## config.mk

```make
export PLATFORM = sky130hd
export DESIGN_NAME = ovc_tracker
export DESIGN_NICKNAME = d
export VERILOG_FILES = /design/src/rtl/ovc_pkg.sv /design/src/rtl/ovc_credit_ctr.sv /design/src/rtl/ovc_own_fsm.sv /design/src/rtl/ovc_tracker.sv
export SDC_FILE = /design/constraint.sdc
export NUM_CORES = 1
export LEC_CHECK = 0
export ABC_CLOCK_PERIOD_IN_PS = 3440
export BUFFER_PORTS_ARGS = -buffer_cell sky130_fd_sc_hd__buf_4
export CAP_MARGIN = 0
export CORE_ASPECT_RATIO = 0.7
export CORE_MARGIN = 2
export CORE_UTILIZATION = 50
export DETAILED_ROUTE_END_ITERATION = 10
export HOLD_SLACK_MARGIN = 0.02
export PLACE_DENSITY_LB_ADDON = 0.2
export SLEW_MARGIN = 20
export SYNTH_ARGS = -nofsm -noshare
export SYNTH_HDL_FRONTEND = slang
export SYNTH_SLANG_ARGS = --single-unit
```

## constraint.sdc

```tcl
create_clock -name clk -period 3.44 [get_ports clk]
set_clock_uncertainty 0.05 [all_clocks]
set_input_delay 0.516 -clock clk [delete_from_list [all_inputs] [get_ports clk]]
set_output_delay 0.516 -clock clk [all_outputs]
set_load 0.01 [all_outputs]
```

## src/rtl/ovc_pkg.sv

```systemverilog
package ovc_pkg;

    typedef enum logic {
        VC_IDLE = 1'b0,
        VC_BUSY = 1'b1
    } vc_state_e;

endpackage

```

## src/rtl/ovc_credit_ctr.sv

```systemverilog
module ovc_credit_ctr #(
    parameter int BUF_DEPTH = 4,
    localparam int CW = $clog2(BUF_DEPTH + 1)
) (
    input  logic          clk,
    input  logic          rst_n,
    input  logic          take,
    input  logic          give,
    output logic [CW-1:0] count,
    output logic          nonzero,
    output logic          overflow
);

    localparam logic [CW-1:0] FULL = CW'(BUF_DEPTH);

    logic          take_ok;
    logic [CW-1:0] count_nxt;

    assign take_ok  = take && (count != '0);
    assign nonzero  = (count != '0);
    assign overflow = give && !take_ok && (count == FULL);

    always_comb begin
        count_nxt = count;
        unique case ({give, take_ok})
            2'b10:   if (count != FULL) count_nxt = count + 1'b1;
            2'b01:   count_nxt = count - 1'b1;
            default: count_nxt = count;
        endcase
    end

    always_ff @(posedge clk) begin
        if (!rst_n) count <= FULL;
        else        count <= count_nxt;
    end

    p_never_above_r3: assert property (@(posedge clk) disable iff (!rst_n)
        count <= FULL);

    p_decrement_r2: assert property (@(posedge clk) disable iff (!rst_n)
        (take && !give && count != '0) |=> (count == $past(count) - 1'b1));

    p_cancel_r4: assert property (@(posedge clk) disable iff (!rst_n)
        (take && give && count != '0) |=> $stable(count));

    p_zero_floor_r5: assert property (@(posedge clk) disable iff (!rst_n)
        (count == '0 && !give) |=> (count == '0));

endmodule

```

## src/rtl/ovc_own_fsm.sv

```systemverilog
module ovc_own_fsm
    import ovc_pkg::*;
#(
    parameter bit SAME_CYCLE_REUSE = 1'b0
) (
    input  logic clk,
    input  logic rst_n,
    input  logic claim,
    input  logic tail_out,
    output logic is_free
);

    vc_state_e state, state_nxt;

    always_ff @(posedge clk) begin
        if (!rst_n) state <= VC_IDLE;
        else        state <= state_nxt;
    end

    always_comb begin
        state_nxt = state;
        unique case (state)
            VC_IDLE: if (claim) state_nxt = VC_BUSY;              // T_CLAIM
            VC_BUSY: begin
                if (tail_out) begin
                    if (SAME_CYCLE_REUSE && claim) state_nxt = VC_BUSY;  // T_HANDOFF
                    else                           state_nxt = VC_IDLE;  // T_RELEASE
                end
            end
            default: state_nxt = VC_IDLE;
        endcase
    end

    always_comb begin
        unique case (state)
            VC_IDLE: is_free = 1'b1;
            VC_BUSY: is_free = SAME_CYCLE_REUSE && tail_out;
            default: is_free = 1'b0;
        endcase
    end

    p_claim_r6: assert property (@(posedge clk) disable iff (!rst_n)
        (state == VC_IDLE && claim) |=> (state == VC_BUSY));

    p_release_r7: assert property (@(posedge clk) disable iff (!rst_n)
        (state == VC_BUSY && tail_out && !claim) |=> (state == VC_IDLE));

    p_handoff_r8: assert property (@(posedge clk) disable iff (!rst_n)
        (SAME_CYCLE_REUSE && state == VC_BUSY && tail_out && claim) |=> (state == VC_BUSY));

    p_drop_grant_r9: assert property (@(posedge clk) disable iff (!rst_n)
        (!SAME_CYCLE_REUSE && state == VC_BUSY && tail_out) |=> (state == VC_IDLE));

endmodule

```

## src/rtl/ovc_tracker.sv

```systemverilog
module ovc_tracker #(
    parameter int NUM_VCS          = 4,
    parameter int BUF_DEPTH        = 4,
    parameter bit SAME_CYCLE_REUSE = 1'b0,
    localparam int VCW = (NUM_VCS > 1) ? $clog2(NUM_VCS) : 1,
    localparam int CW  = $clog2(BUF_DEPTH + 1)
) (
    input  logic                  clk,
    input  logic                  rst_n,
    input  logic                  alloc_valid,
    input  logic [VCW-1:0]        alloc_vc,
    input  logic                  send_valid,
    input  logic [VCW-1:0]        send_vc,
    input  logic                  send_tail,
    input  logic                  credit_valid,
    input  logic [VCW-1:0]        credit_vc,
    output logic [NUM_VCS-1:0]    vc_free,
    output logic [NUM_VCS-1:0]    credit_ok,
    output logic [NUM_VCS*CW-1:0] credit_cnt,
    output logic                  credit_ovf
);

    logic [NUM_VCS-1:0] grant_hit;
    logic [NUM_VCS-1:0] send_hit;
    logic [NUM_VCS-1:0] ret_hit;
    logic [NUM_VCS-1:0] ovf_vec;

    for (genvar v = 0; v < NUM_VCS; v++) begin : g_vc
        assign grant_hit[v] = alloc_valid  && (alloc_vc  == VCW'(v));
        assign send_hit[v]  = send_valid   && (send_vc   == VCW'(v));
        assign ret_hit[v]   = credit_valid && (credit_vc == VCW'(v));

        ovc_credit_ctr #(.BUF_DEPTH(BUF_DEPTH)) u_ctr (
            .clk      (clk),
            .rst_n    (rst_n),
            .take     (send_hit[v]),
            .give     (ret_hit[v]),
            .count    (credit_cnt[v*CW +: CW]),
            .nonzero  (credit_ok[v]),
            .overflow (ovf_vec[v])
        );

        ovc_own_fsm #(.SAME_CYCLE_REUSE(SAME_CYCLE_REUSE)) u_own (
            .clk      (clk),
            .rst_n    (rst_n),
            .claim    (grant_hit[v]),
            .tail_out (send_hit[v] && send_tail),
            .is_free  (vc_free[v])
        );
    end

    assign credit_ovf = |ovf_vec;

    p_ovf_single_r3: assert property (@(posedge clk) disable iff (!rst_n)
        $onehot0(ovf_vec));

    p_ovf_needs_credit_r3: assert property (@(posedge clk) disable iff (!rst_n)
        credit_ovf |-> credit_valid);

endmodule

```

# After elaboration in Yosys (flattened, before gate mapping)
# Index checks and enable logic that the tools add are counted.
# op_classes
bitwise_logic	4
reduce_logical	48
eq_ne	29
muxes	24
addsub	8
# op_table
operator	count
1-bit logical AND	28
3-bit case mux with 2 select lines	4
2-bit == test (second input constant)	10
1-bit case mux with 2 select lines	8
2-bit by 1-bit == test with 1-bit output (second input constant)	7
3-bit by 1-bit adder with 3-bit output (second input constant)	4
3-bit == test (second input constant)	4
3-bit two-way mux	4
3-bit inequality test (second input constant)	4
3-bit nonzero test	4
3-bit by 1-bit subtractor with 3-bit output (second input constant)	4
1-bit two-way mux	8
2-bit by 1-bit inequality test with 1-bit output (second input constant)	4
2-bit AND reduction	4
2-bit nonzero test	4
2-bit logical NOT	3
1-bit logical NOT	4
1-bit NOT	4
4-bit OR reduction	1
# word_totals
ff_bits	16

# Depth between registers and ports, before layout
# logic_depth
depth_word	7
ltp_mapped	8
depth_no_buf	7

# By module
# From an unflattened synthesis, not the netlist that was laid out.
# unflattened
cells_unflattened	145
hier_area_um2	1323.8
# modules_own_cells
mod	cells_each	n_inst	area_per_inst_um2	seq_area_each_um2
ovc_credit_ctr	27	4	240.2	60.1
ovc_own_fsm	5	4	55.1	20.0
ovc_tracker	17	1	142.6	0.0

# Worst setup path after synthesis
# No wires, ideal clock.
# synth_path
path_kind	input -> register
from	input credit_vc[1]
to	register g_vc[2].u_ctr.count[2]
arrival_ns	2.078
stages	6
path_slack_ns	1.191
n_path_buf	0
path_cell_list	and3b_1 nor4_2 inv_1 fa_1 mux2i_1 mux2_2
# synth_via
elab_chain_len	5
# synth_lines
element	line_no	text
start: declaration	ovc_tracker.sv:16	input logic [VCW-1:0] credit_vc,
2-bit == test *	ovc_tracker.sv:31	assign ret_hit[v] = credit_valid && (credit_vc == VCW'(v));
1-bit logical AND *	ovc_tracker.sv:31	
2-bit == test or 2-bit by 1-bit == test with 1-bit output (tied branches)	ovc_credit_ctr.sv:25	unique case ({give, take_ok})
2-bit by 1-bit inequality test with 1-bit output (no source line) or 2-bit nonzero test (tied branches)	n/a	
2-bit AND reduction (no source line)	n/a	
end signal: assignment	ovc_credit_ctr.sv:34	else count <= count_nxt;
end: declaration	ovc_credit_ctr.sv:9	output logic [CW-1:0] count,
# Mark *: on every way between the ends. The rest lies on a longest branch, timed or not.
# A chain may end at the register's enable or synchronous reset.

# Worst setup path in the final report
# layout_path
from	register g_vc[1].u_ctr.count[0]
to	output credit_ovf
# layout_via
elab_chain_len	6
# layout_lines
element	line_no	text
start: declaration	ovc_credit_ctr.sv:9	
start signal: assignment	ovc_credit_ctr.sv:34	
3-bit nonzero test	ovc_credit_ctr.sv:19	assign take_ok = take && (count != '0);
1-bit logical AND	ovc_credit_ctr.sv:19	
1-bit logical NOT	ovc_credit_ctr.sv:21	assign overflow = give && !take_ok && (count == FULL);
1-bit logical AND	ovc_credit_ctr.sv:21	
1-bit logical AND *	ovc_credit_ctr.sv:21	
4-bit OR reduction *	ovc_tracker.sv:52	assign credit_ovf = |ovf_vec;
end: declaration	ovc_tracker.sv:20	output logic credit_ovf
# Marks and branches as above.

==> summary.txt <==
STA
  – Final worst setup slack: 1000 ps
  – Worst hold margin: 472 ps
  – Crit share post-route: 0.709
  – Fmax: 410 MHz
  – Max_slew headroom: 0.644
  – Max-slew violation count: 0
  – Final Hold Fails: 0
  – Slew @ Worst Pin: 530 ps
  – RSZ-0062 raised after global routing: false
  – Setup_tns: 0 ps
  – Final min period: 2440 ps
  – # setup viols final: 0

Floorplan
  – Die ar.: 2740 sq um
  – Ports: 33
  – Die H: 44.4 microns
  – Die W: 61.7 microns
  – Row count: 14
  – Initial Util: 0.536
  – Floorplan Core Area: 2170 sq um

Route
  – Via density: 5.31
  – First drt pass iteration count: 4
  – Routed len/inst: 12.8 microns
  – Starting DRT DRC Count: 33
  – DRC: 0
  – Drt total wl: 2440 microns
  – Vias: 1015
  – Post-route ant nets: 0

Synthesis
  – Synth async-reset ratio: 0
  – Most common library cells after synthesis: 19 x inv_1, 16 x dfxtp_1, 11 x nand2_1, 9 x o21ai_0, 8 x buf_4
  – Seq cells post-synth: 16
  – Yosys Warn Count: 0
  – Sequential fraction of the synthesis area: 0.275
  – Mean cell area of the mapped netlist: 8.62 sq um
  – Syn Std Cell Area: 1160 sq um
  – Synth top area cells: dfxtp_1 28%, fa_1 6.9%, inv_1 6.1%, buf_4 5.2%, mux2i_1 4.3%
  – Post-synth net total: 151
  – Syn Inst Count: 135
  – Share of Yosys cell area claimed by the top area cell type: 0.275
  – Synth cell types: 37
  – Largest area contributor in the netlist: dfxtp_1
  – Number of synthesized flops with an enable pin: 0
  – Post-synth top flop: dfxtp_1
  – Most numerous cell in the Yosys netlist: inv_1

Clocking
  – Root buf cell: clkbuf_4
  – Bufs on Longest Clock Path: 2
  – Clk Latency, worst-skew pair: 290 ps
  – Worst-path clk slew: 100 ps
  – Hold buffer count at cts: 0
  – Clk sinks: 16
  – Num CTS Buffers: 3
  – Post-CTS setup buffer count: 0
  – # H-tree levels: 1
  – CTS tree: yes
  – Cts repair resizes: 0

Global route
  – Antenna violations before repair: 0
  – Vias in the first global route: 948
  – GRT overflow: 0
  – Pin count of the biggest net entering global routing: 22
  – First-pass GRT wire length: 4200 microns
  – Tot GR Track Use: 0.204

Layout
  – Ratio of cells with drive above 1 in the final layout: 0.314
  – Footprint of the multi-input gates: 696 sq um
  – Nets@finish: 176
  – Final Core Density: 0.646
  – Layout fillers: 200
  – Seq. cell area: 320 sq um
  – Layout area overhead: 20.6%
  – Diodes inserted: 0

Placement
  – IO buf count: 32
  – Place WS: 943 ps
  – DP HPWL: 1920 microns
  – Routability-driven placement congestion ratio: 0.797

Power and ir drop
  – Clock Power Share: 0.273
  – Power per cell area: 329 nW/um^2
  – Maximum VDD drop: 0.000269 V
  – Int Pwr: 325 uW
  – Sequential power share: 0.458
  – Leak: 0.618 nW
  – Sw Share: 0.296
  – Combinational share of power: 0.270
  – Switching power: 136 uW

Critical path
  – Slowest CP cell: or3_4
  – Crit path DAT: 1870 ps
  – Worst Setup SP: g_vc[1].u_ctr.count[0]$_SDFFE_PN0P_
  – Worst r2r dst: g_vc[2].u_ctr.count[2]$_SDFFE_PN1P_
  – R2R cell count: 6
  – Crit Path Class: reg -> out
  – Worst Path Required: 2870 ps
  – Slowest stage delay, CP: 430 ps
  – CP endpoint kind: output pin
  – R2r setup slk: 1250 ps
  – Worst Setup Start Kind: flip-flop
  – Cell Chain, Critical Path: or3_4, and3_2, o32a_1, o211ai_1, buf_4
  – Crit Path Max Fanout: 6
  – Reg2reg start: g_vc[2].u_ctr.count[0]$_SDFFE_PN0P_

Worst hold path
  – Hold EP: g_vc[0].u_ctr.count[1]$_SDFFE_PN0P_
  – Hold Path Class: reg -> reg
  – Worst Min Path Start: g_vc[0].u_ctr.count[1]$_SDFFE_PN0P_
  – Worst hold path cell count: 2

Run status
  – Status: finished, final reports clean

Flow run
  – Max-cap violations: 0
-- worst max-delay path by stage --
| stage | to | slack (ps) |
|---|---|---|
| 2_1_floorplan | g_vc[2].u_ctr.count[2]$_SDFFE_PN1P_ | 1190 |
| 3_3_place_gp | g_vc[3].u_ctr.count[2]$_SDFFE_PN1P_ | 990 |
| 3_5_place_dp | g_vc[3].u_ctr.count[2]$_SDFFE_PN1P_ | 940 |
| 4_1_cts | credit_ovf | 990 |
| 5_1_grt | credit_ovf | 940 |
| 6_report | credit_ovf | 1000 |
-- power groups by stage --
stage	clock network, mW	registers, mW	logic, mW
after global routing	0.136	0.214	0.140
after global placement	0	0.214	0.121
after CTS	0.130	0.211	0.126
final	0.126	0.211	0.124
after floorplan	0	0.217	0.0783
after detailed placement	0	0.215	0.125
-- worst max-delay path, delay by kind of cell, from the launching register on --
| kind | cells | cell delay [ps] |
|---|---|---|
| simple gates | 2 | 640 |
| buf+inv | 1 | 150 |
| compound gates | 2 | 440 |
| flops | 1 | 360 |
-- logic make-up (layout without fill, tap and decap cells) --
group | after synthesis | after routing | share of synthesized area
AO/OA/AOI/OAI | 26 | 26 | 0.185
adder cells (fa/ha/maj) | 4 | 4 | 0.0688
buffers and inverters | 31 | 55 | 0.127
flip-flops | 16 | 16 | 0.275
multiplexers | 8 | 8 | 0.0720
AND/OR/NAND/NOR | 50 | 50 | 0.272
-- layout make-up --
type,count,share of cell area
flip-flops and latches,16,0.228
clock buffers,4,0.0258
inverters,19,0.0508
well taps,32,0.0285
multi-input cells,88,0.496
repair buffers,32,0.171
-- through the flow --
stage	power (mW)	std cells	cell area (sq um)
finish	0.462	191	1400
CTS	0.467	191	1400
detailed placement	0.340	187	1370
global route	0.490	191	1400
global placement	0.335	187	1370
floorplan	0.295	135	1160
-- cells in the final DEF (no fill, tap or decap), drive strengths merged --
cell     n
inv     19
and4     1
dfxtp   16
mux2     3
nand4    1
nand3b   1
mux2i    5
nor4     1
nor2     1
nor3b    3
fa       4
o221a    2
nor3     6
o211ai   1
a21oi    2
a311oi   1
o32a     1
nand3    4
buf     32
o311a    6
o21ai    9
and3     5
or3      2
clkbuf   4
o211a    1
o31ai    3
and3b    4
and2b    1
or3b     3
and4bb   1
nand2b   5
nand2   11
-- flip-flops by register name (all words and copies together), names as in the netlist --
name	flops
g_vc.u_own.state	4
g_vc.u_ctr.count	12
-- per-layer routing --
layer | global-route usage | wire (microns)
met1 | 0.262 | 1140
met2 | 0.345 | 1170
met3 | 0.0585 | 102
met4 | 0.0383 | 26
met5 | 0 | 0
(Power assumes the default switching activity.)
